**config.mk**
```make
export PLATFORM = sky130hd
export DESIGN_NAME = ans_ctrl
export DESIGN_NICKNAME = d
export VERILOG_FILES = /design/src/rtl/ans_ctrl.sv
export SDC_FILE = /design/constraint.sdc
export NUM_CORES = 1
export LEC_CHECK = 0
export ABC_AREA = 1
export BUFFER_PORTS_ARGS = -buffer_cell sky130_fd_sc_hd__buf_2
export CORE_MARGIN = 1.5
export CORE_UTILIZATION = 57
export DETAILED_ROUTE_END_ITERATION = 8
export PLACE_DENSITY_LB_ADDON = 0.2
export SLEW_MARGIN = 40
export SYNTH_ARGS = -nofsm -noshare
export SYNTH_HDL_FRONTEND = slang
export SYNTH_SLANG_ARGS = --single-unit
```
**constraint.sdc**
```tcl
create_clock -name clk -period 1.6 [get_ports clk]
set_input_delay 0.32 -clock clk [delete_from_list [all_inputs] [get_ports clk]]
set_output_delay 0.32 -clock clk [all_outputs]
set_load 0.05 [all_outputs]
```
**src/rtl/ans_ctrl.sv**
```systemverilog
module ans_ctrl #(
  parameter int RINGS_EMPTY = 4,
  parameter int RINGS_MSG   = 1,
  parameter int REC_LIMIT   = 400000
) (
  input  logic clk,
  input  logic rst,
  input  logic ring_in,
  input  logic tone_det,
  input  logic ann_end,
  input  logic rec_end,
  input  logic play_end,
  input  logic msg_waiting,
  output logic hook_off,
  output logic ann_en,
  output logic rec_en,
  output logic play_en
);
  localparam int RW = $clog2(RINGS_EMPTY + 1);
  localparam int TW = $clog2(REC_LIMIT + 1);

  typedef enum logic [1:0] {S_IDLE, S_ANN, S_REC, S_PLAY} st_t;

  st_t           st, st_nx;
  logic [2:0]    ring_sh;
  logic [RW-1:0] ring_cnt;
  logic [RW-1:0] target;
  logic [RW:0]   cnt_inc;
  logic [TW-1:0] rec_tmr;
  logic          ring_rise, pickup, rec_done;

  assign ring_rise = ring_sh[1] & ~ring_sh[2];
  assign target    = msg_waiting ? RW'(RINGS_MSG) : RW'(RINGS_EMPTY);
  assign cnt_inc   = {1'b0, ring_cnt} + {{RW{1'b0}}, 1'b1};
  assign pickup    = ring_rise && (cnt_inc >= {1'b0, target});
  assign rec_done  = rec_end || (rec_tmr == TW'(REC_LIMIT - 1));

  always_comb begin
    st_nx = st;
    case (st)
      S_IDLE: if (pickup) st_nx = S_ANN;
      S_ANN: begin
        if (tone_det)     st_nx = S_PLAY;
        else if (ann_end) st_nx = S_REC;
      end
      S_REC:  if (rec_done) st_nx = S_IDLE;
      S_PLAY: if (play_end) st_nx = S_IDLE;
      default: st_nx = S_IDLE;
    endcase
  end

  always_ff @(posedge clk) begin
    if (rst) begin
      st       <= S_IDLE;
      ring_sh  <= '0;
      ring_cnt <= '0;
      rec_tmr  <= '0;
    end else begin
      st      <= st_nx;
      ring_sh <= {ring_sh[1:0], ring_in};
      if (st != S_IDLE || pickup) ring_cnt <= '0;
      else if (ring_rise)         ring_cnt <= cnt_inc[RW-1:0];
      if (st == S_REC) rec_tmr <= rec_tmr + 1'b1;
      else             rec_tmr <= '0;
    end
  end

  assign hook_off = (st != S_IDLE);
  assign ann_en   = (st == S_ANN);
  assign rec_en   = (st == S_REC);
  assign play_en  = (st == S_PLAY);
endmodule

```
* Yosys cells after proc, flatten, opt, wreduce, memory -nomap -nowiden *
Cells that the tools add are included.

cells by class
  add/sub/neg operators = 2
  muxes and demuxes = 7
  bitwise logic cells = 3
  eq/ne operators = 8
  $lt $le $gt $ge = 1
  reduce and logical (&&, ||, !) cells = 8

operator list
  operator                 number
  $add A19 B1 Y19 const B  1
  $eq A19 B19 Y1 const B   1
  $mux W2                  5
  $pmux W2 S4              1
  $add A3 B1 Y4 const B    1
  $eq A2 B2 Y1 const B     2
  $ge A4 B3 Y1             1
  $ne A2 B2 Y1 const B     2
  $reduce_and A4 Y1        1
  $reduce_or A2 Y1         2
  $mux W3                  1
  $ne A3 B3 Y1 const B     1
  $eq A2 B1 Y1 const B     1
  $logic_not A2 Y1         1
  $logic_or A1 B1 Y1       2
  $ne A2 B1 Y1 const B     1
  $not A1 Y1               2
  $reduce_bool A2 Y1       1
  $and A1 B1 Y1            1
  $logic_and A1 B1 Y1      1

word-level totals
  input bits = 8
  register bits = 27
  output and inout port bits = 4
  logic and storage cells = 33

* Logic depth before layout (Yosys ltp) *
Gate-level depths: netlist of the first run.

  depth after elaboration = 5
  depth in mapped cells = 11
  depth with buffers taken out = 11

* Worst setup path after synthesis of the first run *
No wires, ideal clock.

  kind = register -> register
  from = reg st[1]
  to = reg rec_tmr[13]
  clock period less this slack = 1.818 ns
  path buffers = 1
  slack = -0.218 ns
  arrival time = 1.748 ns
  library setup time = 0.070 ns
  required time = 1.530 ns
  stages on the path, launching flop included = 8
  path through = dfxtp_1 inv_1 nor2_1 inv_1 nor2_4 inv_1 buf_2 a21oi_1

on the way
  word-level cells in the longest chain between the ends = 3

ends and longest elaborated chain
  element                            RTL line  text
  start, declared                    24        st_t st, st_nx;
  start signal, assigned             59        st <= st_nx;
  $eq A2 B2 Y1                       --
  via rec_en                         16        output logic rec_en,
  $not A1 Y1 (no source line)        --
  $reduce_or A2 Y1 (no source line)  --
  end signal, assigned               63        if (st == S_REC) rec_tmr <= rec_tmr + 1'b1;
  end, declared                      29        logic [TW-1:0] rec_tmr;

The timed path passes the listed nets, and every way through them passes these cells.
A chain may end at the register's enable or synchronous reset.

* Worst setup path in the final report of the first run *
  from = reg ring_cnt[0]
  to = reg ring_cnt[2]

on the way
  word-level cells in the longest chain between the ends = 5

ends and longest elaborated chain
  element                            RTL line  text
  start, declared                    26        logic [RW-1:0] ring_cnt;
  start signal, assigned             62        else if (ring_rise) ring_cnt <= cnt_inc[RW-1:0];
  $add A3 B1 Y4 *                    34        assign cnt_inc = {1'b0, ring_cnt} + {{RW{1'b0}}, 1'b1};
  via cnt_inc[2]                     28        logic [RW:0] cnt_inc;
  $ge A4 B3 Y1                       35        assign pickup = ring_rise && (cnt_inc >= {1'b0, target});
  $logic_and A1 B1 Y1                35
  $logic_or A1 B1 Y1                 61        if (st != S_IDLE || pickup) ring_cnt <= '0;
  $reduce_or A2 Y1 (no source line)  --

Mark *: on every way through the listed nets, which the timed path passes. The rest lies on a longest branch.

==> results of run 1 <==
## sequential cells by signal, indices dropped and copies added, names as in the netlist
signal	count
rec_tmr	19
ring_cnt	3
ring_sh	3
st	2
## report_power, final
part | switching (W) | total, W | internal (W)
Combinational | 0.000277 | 0.000377 | 0.0000993
Sequential | 0.0000238 | 0.000725 | 0.000701
Clock | 0.000195 | 0.000293 | 0.0000976
Total | 0.000496 | 0.00139 | 0.000898
## kinds of logic (layout without fill, tap and decap cells)
| family | count (synthesis) | after routing | share of synthesized area |
|---|---|---|---|
| and+or+nand+nor | 103 | 103 | 0.3525 |
| buffers and inverters | 31 | 49 | 0.08584 |
| AOI/OAI and AO/OA | 27 | 27 | 0.09863 |
| DFF | 27 | 27 | 0.3945 |
| xor gates and xnor gates | 5 | 5 | 0.03196 |
| adders and majority gates | 4 | 4 | 0.03653 |
## routing by layer
| layer | part of all wire | track usage | up-vias |
|---|---|---|---|
| met5 | 0 | 0 | - |
| met4 | 0.010 | 0.08772 | 0 |
| met3 | 0.040 | 0.03736 | 6 |
| met2 | 0.48 | 0.3755 | 28 |
| met1 | 0.47 | 0.2873 | 567 |
| li1 | - | - | 660 |
## worst reg2reg max path, delay by kind of cell (launching register included)
family,cells,cell delay [ps]
xor+xnor,1,140
simple gates,3,270
compound gates,2,220
flops,1,380
fa+ha+maj,2,460
## stage by stage
step	setup slack [ps]	area, µm²	hold slack, ps	total power (W)	utilization
global route	-27.75	1543	180.3	0.001470	0.6908
CTS	2.925	1500	183.0	0.001392	0.6717
global placement	138.8	1473	395.6	0.001091	0.6594
floorplan	68.83	1373	388.3	0.001017	-
finish	68.07	1543	183.0	0.001394	0.6908
detailed placement	-1.896	1473	397.8	0.001101	0.6594
## how the worst max path moves through the flow
stage	startpoint	to	cells past startpoint
6_report	ring_cnt[0]	ring_cnt[2]	8
4_1_cts	ring_cnt[1]	ring_cnt[1]	8
3_3_place_gp	ring_cnt[0]	ring_cnt[2]	8
3_5_place_dp	ring_cnt[0]	ring_cnt[1]	8
2_1_floorplan	st[1]	rec_tmr[13]	7
5_1_grt	ring_cnt[0]	ring_cnt[2]	8
## cell usage after synthesis
library cell and n:
a21oi_1 17, buf_2 1, dfxtp_1 27, ha_1 4, inv_1 30, nand2_1 42
nand2_2 3, nand3_1 10, nand3_2 3, nand3b_1 1, nand4_1 3, nor2_1 30
nor2_2 2, nor2_4 3, nor3_1 5, nor3_4 1, o21ai_0 10, xnor2_1 4
xor2_1 1
## what timing repair did
item                       in CTS  in global routing
hold buffers                    0                  0
resized for setup               1                  7
setup endpoints to repair       2                  4
hold endpoints to repair        0                  0
pin swaps                       0                  3
setup buffers                   0                  2
## area by class of cell
| type | count | area share |
|---|---|---|
| clock buffer | 4 | 0.01703 |
| sequential | 27 | 0.3536 |
| inverter | 30 | 0.07299 |
| multi-input combinational | 139 | 0.4785 |
| timing repair buffer | 15 | 0.05515 |
| tap | 28 | 0.02271 |
==> out/metrics.cfg, run 1 <==
[critical_path]
cp-start-kind=flop
required_ps=1870
worst_ep_arrival_time_ps=1800
cp_cell_sequence=ha_4 > xor2_2 > ha_1 > o21ai_1 > nand2_1 > nand2_1 > nand3b_1 > a21oi_1
cpMostUsedCell=nand2_1
reg2reg_from=ring_cnt[0]
path_buf_inv=0
crit_path_top_delay_cell=dfxtp_4
path_max_fanout=3
crit_type=flop to flop
ff2ff_setup_slack_ps=70
max_stage_delay_ps=380
end_kind=flop
r2r_end=ring_cnt[2]
reg2reg_depth=8
crit_family=adder cells

[floorplan]
dieArea_um2=2707
fp.dieW_um=52.03
fp.coreArea_um2=2233
dieHeight_um=52.03
ios=12
core.rowCount=17
start_util=0.6134

[status]
status=finished, final reports clean

[clocking]
cts_tree=built
cts_root_buf=clkbuf_4
cts_buffers=3
insertion_delay_ps=320
clkSlewWorstSetupHoldPaths_ps=140
cts_max_path_buffers=2
cts_max_level=1
clock-sinks=27

[synthesis]
ys_types=19
synth-seq-cells=27
ys_top_cells_by_area=dfxtp_1, nand2_1, inv_1
syn_nets=209
yosys.area.top_type_share=0.3945
yosysTopAreaCell=dfxtp_1
yosysWarnings=0
synth_area_um2=1370
synth-seq-area-share=0.3945
syn_inst=197
avgSynthCellArea_um2=6.955

[global_routing]
track_usage=0.2247
grt_overflow=0
grt_pass1_vias=1160
grt_pass1_wl_um=4636
grt_max_degree=15
grt_antenna_before_repair=0

[finish]
drive_above_1_share=0.1674
multiInputGateArea_um2=738.2
mostFrequentLayoutCell=nand2_1
fin_nets=228
fin_cells=243
fillCellCount=183
diodes=0
area_delta_synth_final_pct=12.60
layout_common_cells=nand2_1, inv_1, nor2_1
regArea_um2=545.5

[sta]
rsz0062_at_grt=yes
tightest_slew_ps=351.2
fin_crit_ps=1532
fin_setup_tns_ps=0
finalSetupViolations=0
hold_viol=0
post-route-period-util=0.9575
fin_skew_ps=5.588
max_freq_mhz=652.8
slew_headroom=0.7656
slew_violations=0

[min_path]
min_to=ring_sh[0]
min_path_cells=3
min_from=ring_in
hold_class=primary input to flop

[route]
wl_per_cell_um=10.79
vias=1261
dr.pass1.iters=4
ant_nets=0
routed_wl_um=2623
drc_errors=0
drt_iter0_drc=36
routed_via_density=5.189

[place]
dp_hpwl_um=2048
dp.cells=237
routabilityCongestion=0.8678
io_buffers=11

[flow_run]
drv_cap=0

[power_and_ir_drop]
p_per_area_nw_per_um2=903.6
max-vdd-ir-drop_v=0.0007953
leakage_nw=0.5628

(Power assumes the default switching activity.)
==> inputs of run 2 (changes only) <==
REMOVE_ABC_BUFFERS = 1   (was default)
==> run 2 against run 1 <==
The flow now finishes with violations (negative setup slack). Non-clock buffer count is 1 higher. Maximum frequency is 4.3% lower. Core utilization is 0.22 points higher. Setup slack worse by 68 ps. Clock power is 2% lower. Register-to-register slack worse by 70 ps. Sequential share of layout area hardly changed. Largest power group unchanged.
==> out/metrics.cfg, run 2 (synthesis results as in run 1) <==
[status]
status=finished with violations
violations=negative setup slack

[critical_path]
crit_path_top_delay_cell=dfxtp_4
worst_ep_arrival_time_ps=1860
end_kind=flop
cp_cell_sequence=ha_4 > xor2_2 > ha_1 > o21ai_1 > nand2_1 > nand2_2 > nand3b_1 > a21oi_1
required_ps=1860
reg2reg_from=ring_cnt[0]
path_max_fanout=3
path_buf_inv=0
worstSetupStartpoint=ring_cnt[0]
max_stage_delay_ps=380
crit_type=flop to flop
crit_family=adder cells
cp-start-kind=flop

[global_routing]
grt_antenna_before_repair=0
grt_pass1_vias=1186
track_usage=0.2261
grt_overflow=0
grt_max_degree=15
grt_pass1_wl_um=4636

[floorplan]
dieHeight_um=52.03
fp.dieW_um=52.03
core.rowCount=17
ios=12
fp.coreArea_um2=2233
dieArea_um2=2707
start_util=0.6134

[sta]
fin_skew_ps=3.708
rsz0062_at_grt=yes
finalSetupViolations=1
max_freq_mhz=624.9
tightest_slew_ps=399.8
fin_ws_ps=-0.1535
fin_crit_ps=1600
slew_violations=0
slew_headroom=0.7325
hold_viol=0
post-route-period-util=1.000

[route]
routed_via_density=5.365
wl_per_cell_um=11.87
drc_errors=0
ant_nets=0
drt_iter0_drc=49
routed_wl_um=2897
dr.pass1.iters=4
vias=1309

[power_and_ir_drop]
pwr-share-clk=0.206
leakage_nw=0.5698
comb_power_share=0.273
power.share.switching=0.3543
p_per_area_nw_per_um2=898.2
power_frac_seq=0.521
internal_power_w=0.0008977
switchingPower_w=0.0004925
max-vdd-ir-drop_v=0.0006998

[clocking]
cts_max_path_buffers=2
cts_root_buf=clkbuf_4
cts_tree=built
cts_hold_buf=0
clkSlewWorstSetupHoldPaths_ps=140
insertion_delay_ps=320
cts_buffers=3
cts_max_level=1
clock-sinks=27

[finish]
mostFrequentLayoutCell=nand2_1
layout_common_cells=nand2_1, inv_1, nor2_1
reg_top3=rec_tmr x19, ring_cnt x3, ring_sh x3
area_delta_synth_final_pct=12.97
fillCellCount=188
fin_nets=229
largest_reg_flops=19
top_register=rec_tmr
fin_cells=244
drive_above_1_share=0.1713
diodes=0

[place]
dp.cells=237
pre_cts_ws_ps=22.10
dp_hpwl_um=2101
routabilityCongestion=0.8856
io_buffers=11

[min_path]
hold_class=primary input to flop
min_from=ring_in

[flow_run]
drv_cap=0

run 2: cell type report:
class	instances	area, µm²	area share
sequential	27	546.8	0.3533
timing repair buffer	16	92.59	0.05982
tap	28	35.03	0.02264
multi-input combinational	139	734.5	0.4745
inverter	30	112.6	0.07276
clock buffer	4	26.28	0.01698
run 2: stage by stage:
stage / cell area, µm² / total power (W) / utilization / TNS, ps / hold slack [ps]
floorplan: 1365 / 0.001010 / - / -2439 / 388.3
finish: 1548 / 0.001390 / 0.6930 / -0.1535 / 200.1
global route: 1548 / 0.001458 / 0.6930 / -178.2 / 198.1
global placement: 1470 / 0.001090 / 0.6583 / 0 / 396.1
CTS: 1498 / 0.001385 / 0.6706 / 0 / 192.9
detailed placement: 1470 / 0.001101 / 0.6583 / 0 / 400.6
run 2: power by group through the flow:
stage               registers (W)  logic [W]  clock network (W)
global placement         0.000737   0.000353                  0
detailed placement       0.000737   0.000364                  0
CTS                      0.000722   0.000366           0.000297
finish                   0.000724   0.000380           0.000287
floorplan                0.000735   0.000275                  0
global route             0.000725   0.000416           0.000317
run 2: repair_timing:
item,in CTS,in global routing
endpoints found under the hold margin,0,0
buffers inserted,0,3
endpoints found under the setup margin,2,5
resized for setup,1,9
pin swaps,0,3
run 2: worst paths after layout:
path	end	slack [ps]	depth (start not counted)
hold reg to reg	ring_sh[1]	410	2
hold / removal	ring_sh[0]	200	3
setup reg to reg	ring_cnt[1]	-0.2	8
setup / recovery	ring_cnt[1]	-0.2	8
run 2: layer usage:
metal  part of all wire  global-route usage  vias up
met4              0.013             0.07895        0
met1               0.43              0.2694      608
met2               0.51              0.4135       35
met3              0.043             0.02586        5
li1                   -                   -      661
met5                  0                   0        -
run 2: worst min-delay path, delay by kind of cell:
family / cells / cell delay [ps]
buffers and inverters: 2 / 110
and+or+nand+nor: 1 / 60
